--- config.mk ---
export PLATFORM = sky130hd
export DESIGN_NAME = rom_word_asm
export DESIGN_NICKNAME = d
export VERILOG_FILES = /design/src/rtl/rom_word_pkg.sv /design/src/rtl/rwa_byte_rom.sv /design/src/rtl/rwa_seq.sv /design/src/rtl/rwa_hold.sv /design/src/rtl/rom_word_asm.sv
export SDC_FILE = /design/constraint.sdc
export NUM_CORES = 1
export LEC_CHECK = 0
export ABC_CLOCK_PERIOD_IN_PS = 7400
export CORE_ASPECT_RATIO = 1.4
export CORE_MARGIN = 3
export CORE_UTILIZATION = 55
export DETAILED_ROUTE_END_ITERATION = 16
export DONT_BUFFER_PORTS = 1
export PLACE_DENSITY_LB_ADDON = 0.12
export SLEW_MARGIN = 10
export SYNTH_ARGS = -nofsm -noshare
export SYNTH_HDL_FRONTEND = slang
export SYNTH_SLANG_ARGS = --single-unit
--- constraint.sdc ---
create_clock -name clk_i -period 7.4 [get_ports clk_i]
set_input_delay 0.74 -clock clk_i [delete_from_list [all_inputs] [get_ports clk_i]]
set_output_delay 0.74 -clock clk_i [all_outputs]
set_load 0.01 [all_outputs]
--- src/rtl/rom_word_pkg.sv ---
package rom_word_pkg;

  typedef enum logic [2:0] {
    ST_IDLE,
    ST_LOW,
    ST_HIGH,
    ST_DRIVE,
    ST_DONE
  } seq_state_e;

  // computed ROM image: byte b holds (b*29 + 7) truncated to the byte width
  function automatic logic [7:0] rom_image(input logic [15:0] b);
    logic [15:0] v;
    v = b * 16'd29 + 16'd7;
    return v[7:0];
  endfunction

endpackage

--- src/rtl/rwa_byte_rom.sv ---
module rwa_byte_rom #(
  parameter int ADDR_W = 7,
  parameter int BYTE_W = 8
) (
  input  logic              clk_i,
  input  logic              rst_ni,
  input  logic [ADDR_W-1:0] word_addr_i,
  input  logic              sel_i,
  output logic [BYTE_W-1:0] rom_q_o
);
  import rom_word_pkg::*;

  localparam int BA_W = ADDR_W + 1;

  logic [BA_W-1:0]   byte_addr;
  logic [15:0]       byte_addr_ext;
  logic [7:0]        img_byte;
  logic [BYTE_W-1:0] rd_byte;

  assign byte_addr     = {word_addr_i, sel_i};
  assign byte_addr_ext = 16'(byte_addr);
  assign img_byte      = rom_image(byte_addr_ext);

  generate
    if (BYTE_W <= 8) begin : g_narrow
      assign rd_byte = img_byte[BYTE_W-1:0];
    end else begin : g_wide
      assign rd_byte = {{(BYTE_W-8){1'b0}}, img_byte};
    end
  endgenerate

  always_ff @(posedge clk_i or negedge rst_ni) begin
    if (!rst_ni) rom_q_o <= '0;
    else         rom_q_o <= rd_byte;
  end

endmodule

--- src/rtl/rwa_seq.sv ---
module rwa_seq #(
  parameter int EN_CYC  = 4,
  parameter int ACK_CYC = 3
) (
  input  logic clk_i,
  input  logic rst_ni,
  input  logic rd_req_i,
  output logic sel_o,
  output logic capture_o,
  output logic en_o,
  output logic ack_o
);
  import rom_word_pkg::*;

  localparam int EN_EFF  = (EN_CYC < 3) ? 3 : EN_CYC;
  localparam int ACK_EFF = (ACK_CYC < 1) ? 1 : ACK_CYC;
  localparam int LAST    = EN_EFF + ACK_EFF;
  localparam int CNT_W   = $clog2(LAST + 1);
  localparam logic [CNT_W-1:0] EN_AT  = CNT_W'(EN_EFF - 1);
  localparam logic [CNT_W-1:0] ACK_AT = CNT_W'(LAST - 1);

  seq_state_e       state_q;
  logic [CNT_W-1:0] tick_q;
  logic             sel_q, en_q, ack_q;

  always_ff @(posedge clk_i or negedge rst_ni) begin
    if (!rst_ni) begin
      state_q <= ST_IDLE;
      tick_q  <= '0;
      sel_q   <= 1'b0;
      en_q    <= 1'b0;
      ack_q   <= 1'b0;
    end else if (!rd_req_i) begin
      state_q <= ST_IDLE;
      tick_q  <= '0;
      sel_q   <= 1'b0;
      en_q    <= 1'b0;
      ack_q   <= 1'b0;
    end else begin
      unique case (state_q)
        ST_IDLE: begin
          state_q <= ST_LOW;
          tick_q  <= CNT_W'(1);
        end
        ST_LOW: begin
          // low byte now valid at the ROM output: capture and switch
          state_q <= ST_HIGH;
          sel_q   <= 1'b1;
          tick_q  <= tick_q + 1'b1;
        end
        ST_HIGH: begin
          tick_q <= tick_q + 1'b1;
          if (tick_q == EN_AT) begin
            state_q <= ST_DRIVE;
            en_q    <= 1'b1;
          end
        end
        ST_DRIVE: begin
          tick_q <= tick_q + 1'b1;
          if (tick_q == ACK_AT) begin
            state_q <= ST_DONE;
            ack_q   <= 1'b1;
          end
        end
        ST_DONE: state_q <= ST_DONE;
        default: state_q <= ST_IDLE;
      endcase
    end
  end

  assign sel_o     = sel_q;
  assign capture_o = (state_q == ST_LOW) && rd_req_i;
  assign en_o      = en_q;
  assign ack_o     = ack_q;

  assert_sel_rise_from_low_R3: assert property (@(posedge clk_i) disable iff (!rst_ni)
    $rose(sel_q) |-> $past(state_q) == ST_LOW);

  assert_idle_sel_low_R2: assert property (@(posedge clk_i) disable iff (!rst_ni)
    (state_q == ST_IDLE || state_q == ST_LOW) |-> !sel_q);

  assert_ack_needs_en_R6: assert property (@(posedge clk_i) disable iff (!rst_ni)
    ack_q |-> en_q);

endmodule

--- src/rtl/rwa_hold.sv ---
module rwa_hold #(
  parameter int BYTE_W = 8
) (
  input  logic                clk_i,
  input  logic                rst_ni,
  input  logic                capture_i,
  input  logic                en_i,
  input  logic [BYTE_W-1:0]   rom_q_i,
  output logic [2*BYTE_W-1:0] data_o
);

  logic [BYTE_W-1:0] hold_q;

  always_ff @(posedge clk_i or negedge rst_ni) begin
    if (!rst_ni)        hold_q <= '0;
    else if (capture_i) hold_q <= rom_q_i;
  end

  assign data_o = en_i ? {rom_q_i, hold_q} : '0;

  assert_capture_low_byte_R3: assert property (@(posedge clk_i) disable iff (!rst_ni)
    $past(capture_i) |-> hold_q == $past(rom_q_i));

endmodule

--- src/rtl/rom_word_asm.sv ---
module rom_word_asm #(
  parameter int ADDR_W  = 7,
  parameter int BYTE_W  = 8,
  parameter int EN_CYC  = 4,
  parameter int ACK_CYC = 3
) (
  input  logic                clk_i,
  input  logic                rst_ni,
  input  logic                rd_req_i,
  input  logic [ADDR_W-1:0]   word_addr_i,
  output logic [2*BYTE_W-1:0] data_o,
  output logic                data_en_o,
  output logic                ack_o,
  output logic                byte_sel_o
);

  logic              sel, capture, en, ack;
  logic [BYTE_W-1:0] rom_q;

  rwa_seq #(.EN_CYC(EN_CYC), .ACK_CYC(ACK_CYC)) u_seq (
    .clk_i    (clk_i),
    .rst_ni   (rst_ni),
    .rd_req_i (rd_req_i),
    .sel_o    (sel),
    .capture_o(capture),
    .en_o     (en),
    .ack_o    (ack)
  );

  rwa_byte_rom #(.ADDR_W(ADDR_W), .BYTE_W(BYTE_W)) u_rom (
    .clk_i      (clk_i),
    .rst_ni     (rst_ni),
    .word_addr_i(word_addr_i),
    .sel_i      (sel),
    .rom_q_o    (rom_q)
  );

  rwa_hold #(.BYTE_W(BYTE_W)) u_hold (
    .clk_i    (clk_i),
    .rst_ni   (rst_ni),
    .capture_i(capture),
    .en_i     (en),
    .rom_q_i  (rom_q),
    .data_o   (data_o)
  );

  assign data_en_o  = en;
  assign ack_o      = ack;
  assign byte_sel_o = sel;

  assert_drop_idles_R8: assert property (@(posedge clk_i) disable iff (!rst_ni)
    !rd_req_i |=> (!byte_sel_o && !data_en_o && !ack_o));

  assert_en_after_switch_R5: assert property (@(posedge clk_i) disable iff (!rst_ni)
    $rose(data_en_o) |-> byte_sel_o && $past(byte_sel_o));

  assert_quiet_bus_R7: assert property (@(posedge clk_i) disable iff (!rst_ni)
    !data_en_o |-> data_o == '0);

  assert_ack_hold_R9: assert property (@(posedge clk_i) disable iff (!rst_ni)
    ($past(ack_o) && rd_req_i && $past(rd_req_i)) |-> ack_o && $stable(data_o));

endmodule

==> flow_metrics.py, run 1 <==
metrics = {
    "timing": {
        "worstMarginPinSlew_ps": 562,
        "period_minus_slack_ps": 3020,
        "worst_slack_ps": 4380,
        "period_share": 0.408,
        "hold_viol_final": 0,
        "drv_slew": 0,
        "skew_ps": 5.63,
        "fin_setup_tns_ps": 0,
        "rsz0062_at_grt": "false",
        "whs_ps": 108,
        "setup_viol": 0,
        "slew_headroom": 0.625,
        "fmax_mhz": 332,
    },
    "clock_network": {
        "cts-resized-gates": 0,
        "root_buffer": "clkbuf_4",
        "postCtsSetupRepairBufs": 0,
        "cts.sinks": 25,
        "cts_tree": "yes",
        "tritoncts.num_buffers": 3,
        "holdBufCountCts": 0,
        "cts-htree-levels": 1,
        "path_clk_slew_ps": 120,
        "clkLatencyLatePin_ps": 300,
        "clk_path_buf_depth": 2,
    },
    "critical_path": {
        "cp.arrival_ps": 3250,
        "crit_slowest_cell": "dfrtp_1",
        "critPathCaptureType": "flip-flop",
        "r2r-end": "u_rom.rom_q_o[7]",
        "critPathMaxStageDelay_ps": 510,
        "critPathLaunchType": "flip-flop",
        "path_max_fanout": 6,
        "reg2reg_from": "u_seq.sel_o",
        "required_ps": 7630,
        "crit_chain": "inv_1 -> fa_1 -> fa_1 -> inv_1 -> ha_1 -> ha_1 -> o21ai_0 -> o21bai_1 -> a21oi_1 -> xnor2_1",
        "r2r_setup_slack_ps": 4380,
        "critPathLaunch": "u_seq.sel_o",
        "crit_type": "flip-flop to flip-flop",
        "endpoint": "u_rom.rom_q_o[7]",
        "worstRegToRegCells": 10,
    },
    "placement": {
        "dpl.hpwl_um": 2070,
        "io_buffers": 0,
        "place_ws_ps": 4140,
        "gp_congestion": 0.765,
        "dp_cells": 176,
        "placed_area_um2": 1640,
    },
    "detailed_routing": {
        "dr.pass1.iters": 4,
        "vias": 961,
        "avgRoutedWirePerCell_um": 14.3,
        "wl_met3_um": 103,
        "met2_wirelength_um": 1410,
        "drt_wl_total_um": 2570,
        "initialDrtViolationCount": 20,
        "wl_met1_um": 1020,
        "drc": 0,
        "antenna_left": 0,
        "viasPerCell": 5.34,
        "top_layer_used": "met4",
    },
    "cells_and_area": {
        "utilization": 0.611,
        "finalNonFillerCells": 180,
        "area_growth_pct": 2.54,
        "nets": 179,
        "diodes": 0,
        "final_common_cell": "inv_1",
        "postLayoutCellArea_um2": 1660,
        "drive_gt1_frac": 0.0833,
        "layout_common_cells": "26 x inv_1, 25 x dfrtp_1, 16 x and2_1, 16 x ha_1, 10 x xnor2_1",
    },
    "logic_synthesis": {
        "synth_top_family_by_area": "adder cells",
        "yosysTopAreaCell": "dfrtp_1",
        "synth_seq_area_share": 0.386,
        "synth_top_area_share": 0.386,
        "yosys_warnings": 0,
        "synth_xor_area_frac": 0.0540,
        "ys_ff_latch": 25,
        "netlist_instances": 144,
        "synth_adder_area_share": 0.222,
        "synthMuxAreaShare": 0.0740,
        "ys_types": 28,
        "synthesis.nets": 178,
        "synthTopCellsByArea": "dfrtp_1 39%, ha_1 12%, fa_1 9.9%",
        "synth-simple-area-share": 0.114,
        "synth-compound-area-share": 0.0717,
        "syn_area_um2": 1620,
        "synth.avg_cell_area_um2": 11.3,
    },
    "floorplan": {
        "start_util": 0.596,
        "ios": 29,
        "core_area_um2": 2730,
        "dieArea_um2": 3650,
        "fp-row-count": 22,
        "die_y_um": 70.3,
        "die_width_um": 51.9,
    },
    "global_routing": {
        "grt_use_total": 0.162,
        "grt_pass1_vias": 1040,
        "antenna_found_initial": 0,
        "grt_overflow_total": 0,
        "grt_max_degree": 26,
        "grt_pass1_wl_um": 4570,
    },
    "hold_path": {
        "min_path_type": "input port to async pin",
    },
    "pwr": {
        "switching_power_uw": 136,
        "power_density_nw_per_um2": 257,
        "p_int_uw": 292,
        "pwr-share-seq": 0.478,
        "fin_total_pwr_uw": 428,
        "combPwrFrac": 0.389,
        "netSwitchingFraction": 0.318,
        "p_clk_frac": 0.133,
        "p_leak_nw": 0.825,
        "peakVddDrop_mv": 0.208,
    },
    "outcome": {
        "status": "complete, no violations",
    },
    "job": {
        "drv_cap": 0,
    },
}
## cells by family (layout without fill, tap and decap cells)
| group | after synthesis | after routing |
|---|---|---|
| buffers and inverters | 30 | 30 |
| DFF | 25 | 25 |
| muxes | 8 | 8 |
| adders and majority gates | 24 | 24 |
| xor gates and xnor gates | 10 | 10 |
| and+or+nand+nor | 29 | 29 |
| AOI/OAI and AO/OA | 18 | 18 |
## cell type report
cell class,count,area [um^2]
fillers,223,1060
clock buffers,4,26.3
inverters,26,97.6
flip-flops and latches,25,626
well taps,36,45.0
multi-input cells,89,870
## routing by layer
| metal | vias to the layer above | GRT usage |
|---|---|---|
| li1 | 462 | - |
| met4 | 0 | 0.0671 |
| met1 | 473 | 0.186 |
| met5 | - | 0 |
| met2 | 22 | 0.288 |
| met3 | 4 | 0.0213 |
## cell usage after synthesis, drive strengths merged
master,instances
inv,26
dfrtp,25
and2,16
ha,16
xnor2,10
fa,8
mux2,8
a21oi,7
a21o,3
nor2b,3
buf,2
clkbuf,2
nor2,2
nor3,2
o21a,2
a211oi,1
a21boi,1
a31oi,1
and4bb,1
nand2,1
nand4,1
nor3b,1
nor4b,1
nor4bb,1
o21ai,1
o21bai,1
o31a,1
## worst min-delay path by stage
stage                       from  cells past startpoint                to
final                     rst_ni                      0  u_hold.hold_q[7]
after global routing      rst_ni                      0  u_rom.rom_q_o[0]
after CTS                 rst_ni                      0       u_seq.sel_o
after detailed placement  rst_ni                      0  u_hold.hold_q[3]
after global placement    rst_ni                      0  u_hold.hold_q[3]
after floorplan           rst_ni                      0  u_hold.hold_q[0]
## flip-flops by register name, summed over array words and instances, names as in the netlist
register       flops
u_hold.hold_q      8
u_rom.rom_q_o      8
u_seq.ack_o        1
u_seq.en_o         1
u_seq.sel_o        1
u_seq.state_q      3
u_seq.tick_q       3
## power by group through the flow
stage               combinational [mW]  clock [mW]  sequential [mW]
floorplan                        0.139           0            0.199
global placement                 0.159           0            0.206
detailed placement               0.167           0            0.208
CTS                              0.169      0.0601            0.205
global route                     0.190      0.0679            0.210
finish                           0.166      0.0569            0.205
## worst max-delay path, delay by kind of cell, from the launching register on
family          cells  cell delay, ps
fa+ha+maj           4            1630
buf+inv             2             180
xor+xnor            1             130
flops               1             510
compound gates      3             490
Note: power is estimated with default switching activity, not from simulation.
==> run 2, diff against run 1 <==
--- a/config.mk
+++ b/config.mk
@@ -5,7 +5,7 @@
 export SDC_FILE = /design/constraint.sdc
 export NUM_CORES = 1
 export LEC_CHECK = 0
-export ABC_CLOCK_PERIOD_IN_PS = 7400
+export ABC_CLOCK_PERIOD_IN_PS = 2500
 export CORE_ASPECT_RATIO = 1.4
 export CORE_MARGIN = 3
 export CORE_UTILIZATION = 55
==> constraint.sdc (replaced) <==
create_clock -name clk_i -period 2.5 [get_ports clk_i]
set_input_delay 0.25 -clock clk_i [delete_from_list [all_inputs] [get_ports clk_i]]
set_output_delay 0.25 -clock clk_i [all_outputs]
set_load 0.01 [all_outputs]
==> run 2 against run 1 <==
Worst setup slack lost 4600 ps; via count grew 3.9%; cell count grew 7.2%; the run now ends with setup timing left; routed wire length grew 3.0%; power grew to 3.4 times the previous value; global-route usage grew 0.24 points; sequential share of layout area shrank 3.8 points; die area is the same; fmax grew 13%; critical endpoint unchanged.
==> flow_metrics.py, run 2 (synthesis gave the netlist of run 1 again) <==
metrics = {
    "outcome": {
        "status": "finished, violations left",
        "failed_checks": "setup timing",
    },
    "critical_path": {
        "critPathCaptureType": "flip-flop",
        "critPathLaunchType": "flip-flop",
        "crit_type": "flip-flop to flip-flop",
        "cp_top_family": "adder cells",
        "cp.arrival_ps": 2900,
        "path_max_fanout": 4,
        "crit_slowest_cell": "fa_1",
        "required_ps": 2730,
        "worstPathBufferInverterCount": 2,
        "critPathMaxStageDelay_ps": 520,
        "crit_chain": "inv_2 -> fa_1 -> fa_1 -> inv_2 -> ha_4 -> ha_4 -> a211oi_2 -> o21bai_1 -> a21oi_1 -> xnor2_1",
    },
    "timing": {
        "period_share": 1.07,
        "worst_slack_ps": -172,
        "rsz0062_at_grt": "true",
        "period_minus_slack_ps": 2670,
        "drv_slew": 0,
        "worstMarginPinSlew_ps": 1090,
        "fmax_mhz": 374,
        "slew_headroom": 0.271,
        "skew_ps": 5.52,
        "setup_viol": 2,
        "hold_viol_final": 0,
    },
    "floorplan": {
        "ios": 29,
        "die_y_um": 70.3,
        "start_util": 0.596,
        "dieArea_um2": 3650,
        "core_area_um2": 2730,
        "die_width_um": 51.9,
        "fp-row-count": 22,
    },
    "pwr": {
        "peakVddDrop_mv": 0.590,
        "fin_total_pwr_mw": 1.45,
        "power_density_nw_per_um2": 783,
        "p_leak_nw": 0.891,
    },
    "clock_network": {
        "clkLatencyLatePin_ps": 310,
        "cts.sinks": 25,
        "cts-htree-levels": 1,
        "tritoncts.num_buffers": 3,
        "clk_path_buf_depth": 2,
        "root_buffer": "clkbuf_4",
        "path_clk_slew_ps": 130,
        "cts_tree": "yes",
    },
    "cells_and_area": {
        "drive_gt1_frac": 0.236,
        "finalNonFillerCells": 193,
        "diodes": 0,
        "utilization": 0.680,
        "nets": 192,
        "top_regs": "u_hold.hold_q (8), u_rom.rom_q_o (8)",
        "area_growth_pct": 14.3,
        "layout_common_cells": "24 x inv_1, 24 x dfrtp_1, 16 x and2_1, 11 x ha_1, 11 x buf_4",
    },
    "placement": {
        "io_buffers": 0,
        "place_ws_ps": -108,
        "gp_congestion": 0.846,
        "dp_cells": 185,
        "dpl.hpwl_um": 2110,
    },
    "detailed_routing": {
        "vias": 998,
        "drc": 0,
        "dr.pass1.iters": 3,
        "initialDrtViolationCount": 12,
        "drt_wl_total_um": 2640,
        "viasPerCell": 5.17,
        "antenna_left": 0,
        "avgRoutedWirePerCell_um": 13.7,
    },
    "global_routing": {
        "antenna_found_initial": 0,
        "grt_pass1_wl_um": 4610,
        "grt_use_total": 0.164,
        "grt_overflow_total": 0,
        "grt_pass1_vias": 1058,
        "grt_max_degree": 26,
    },
    "job": {
        "drv_cap": 0,
    },
    "hold_path": {
        "min_path_type": "input port to flip-flop",
    },
}
-- run 2: where the power goes --
part	total, mW	leakage (nW)	switching, mW	internal, mW
sequential	0.606	0.304	0.0730	0.533
clock	0.172	0.0150	0.110	0.0622
combinational	0.674	0.572	0.282	0.392
-- run 2: worst register-to-register path: cells and delay by family (launching register included) --
kind | cells | cell delay (ps)
compound gates | 3 | 480
xor+xnor | 1 | 140
fa+ha+maj | 4 | 1390
buf+inv | 2 | 130
flops | 1 | 470
-- run 2: final timing paths --
check | start | endpoint | slack [ps] | depth (start not counted)
min in group asynchronous | rst_ni | u_seq.state_q[0] | 580 | 1
setup / recovery | u_seq.sel_o | u_rom.rom_q_o[7] | -170 | 10
setup reg to reg | u_seq.sel_o | u_rom.rom_q_o[7] | -170 | 10
max in group asynchronous | rst_ni | u_seq.sel_o | 1200 | 1
hold reg to reg | u_rom.rom_q_o[6] | u_hold.hold_q[6] | 520 | 1
hold / removal | rd_req_i | u_seq.en_o | 40 | 1
-- run 2: through the flow --
stage	hold WS, ps	setup TNS [ps]	cell area, um^2
6_report	42.4	-259	1850
5_1_grt	29.6	-512	1850
4_1_cts	32.0	-225	1800
3_5_place_dp	-45.0	-221	1750
3_3_place_gp	-45.0	-123	1750
2_1_floorplan	-45.6	-43.8	1670
-- run 2: final cells by class --
| class | instances | area (um^2) |
|---|---|---|
| multi-input combinational | 89 | 955 |
| fill | 213 | 871 |
| sequential | 25 | 627 |
| timing repair buffer | 13 | 104 |
| inverter | 26 | 97.6 |
| tap | 36 | 45.0 |
| clock buffer | 4 | 26.3 |
-- run 2: repair_timing --
action / in CTS / in global routing
hold buffers: 1 / 0
hold endpoints to repair: 25 / 0
pin swaps: 2 / 2
endpoints found under the setup margin: 4 / 4
setup buffers: 1 / 2
gates resized for setup: 2 / 4
-- run 2: routing by layer --
layer  global-route usage  part of all wire  up-vias
met5                    0                 0        -
met4               0.0612            0.0083        0
met3               0.0192             0.037        2
met2                0.281              0.52       21
met1                0.205              0.43      489
li1                     -                 -      486
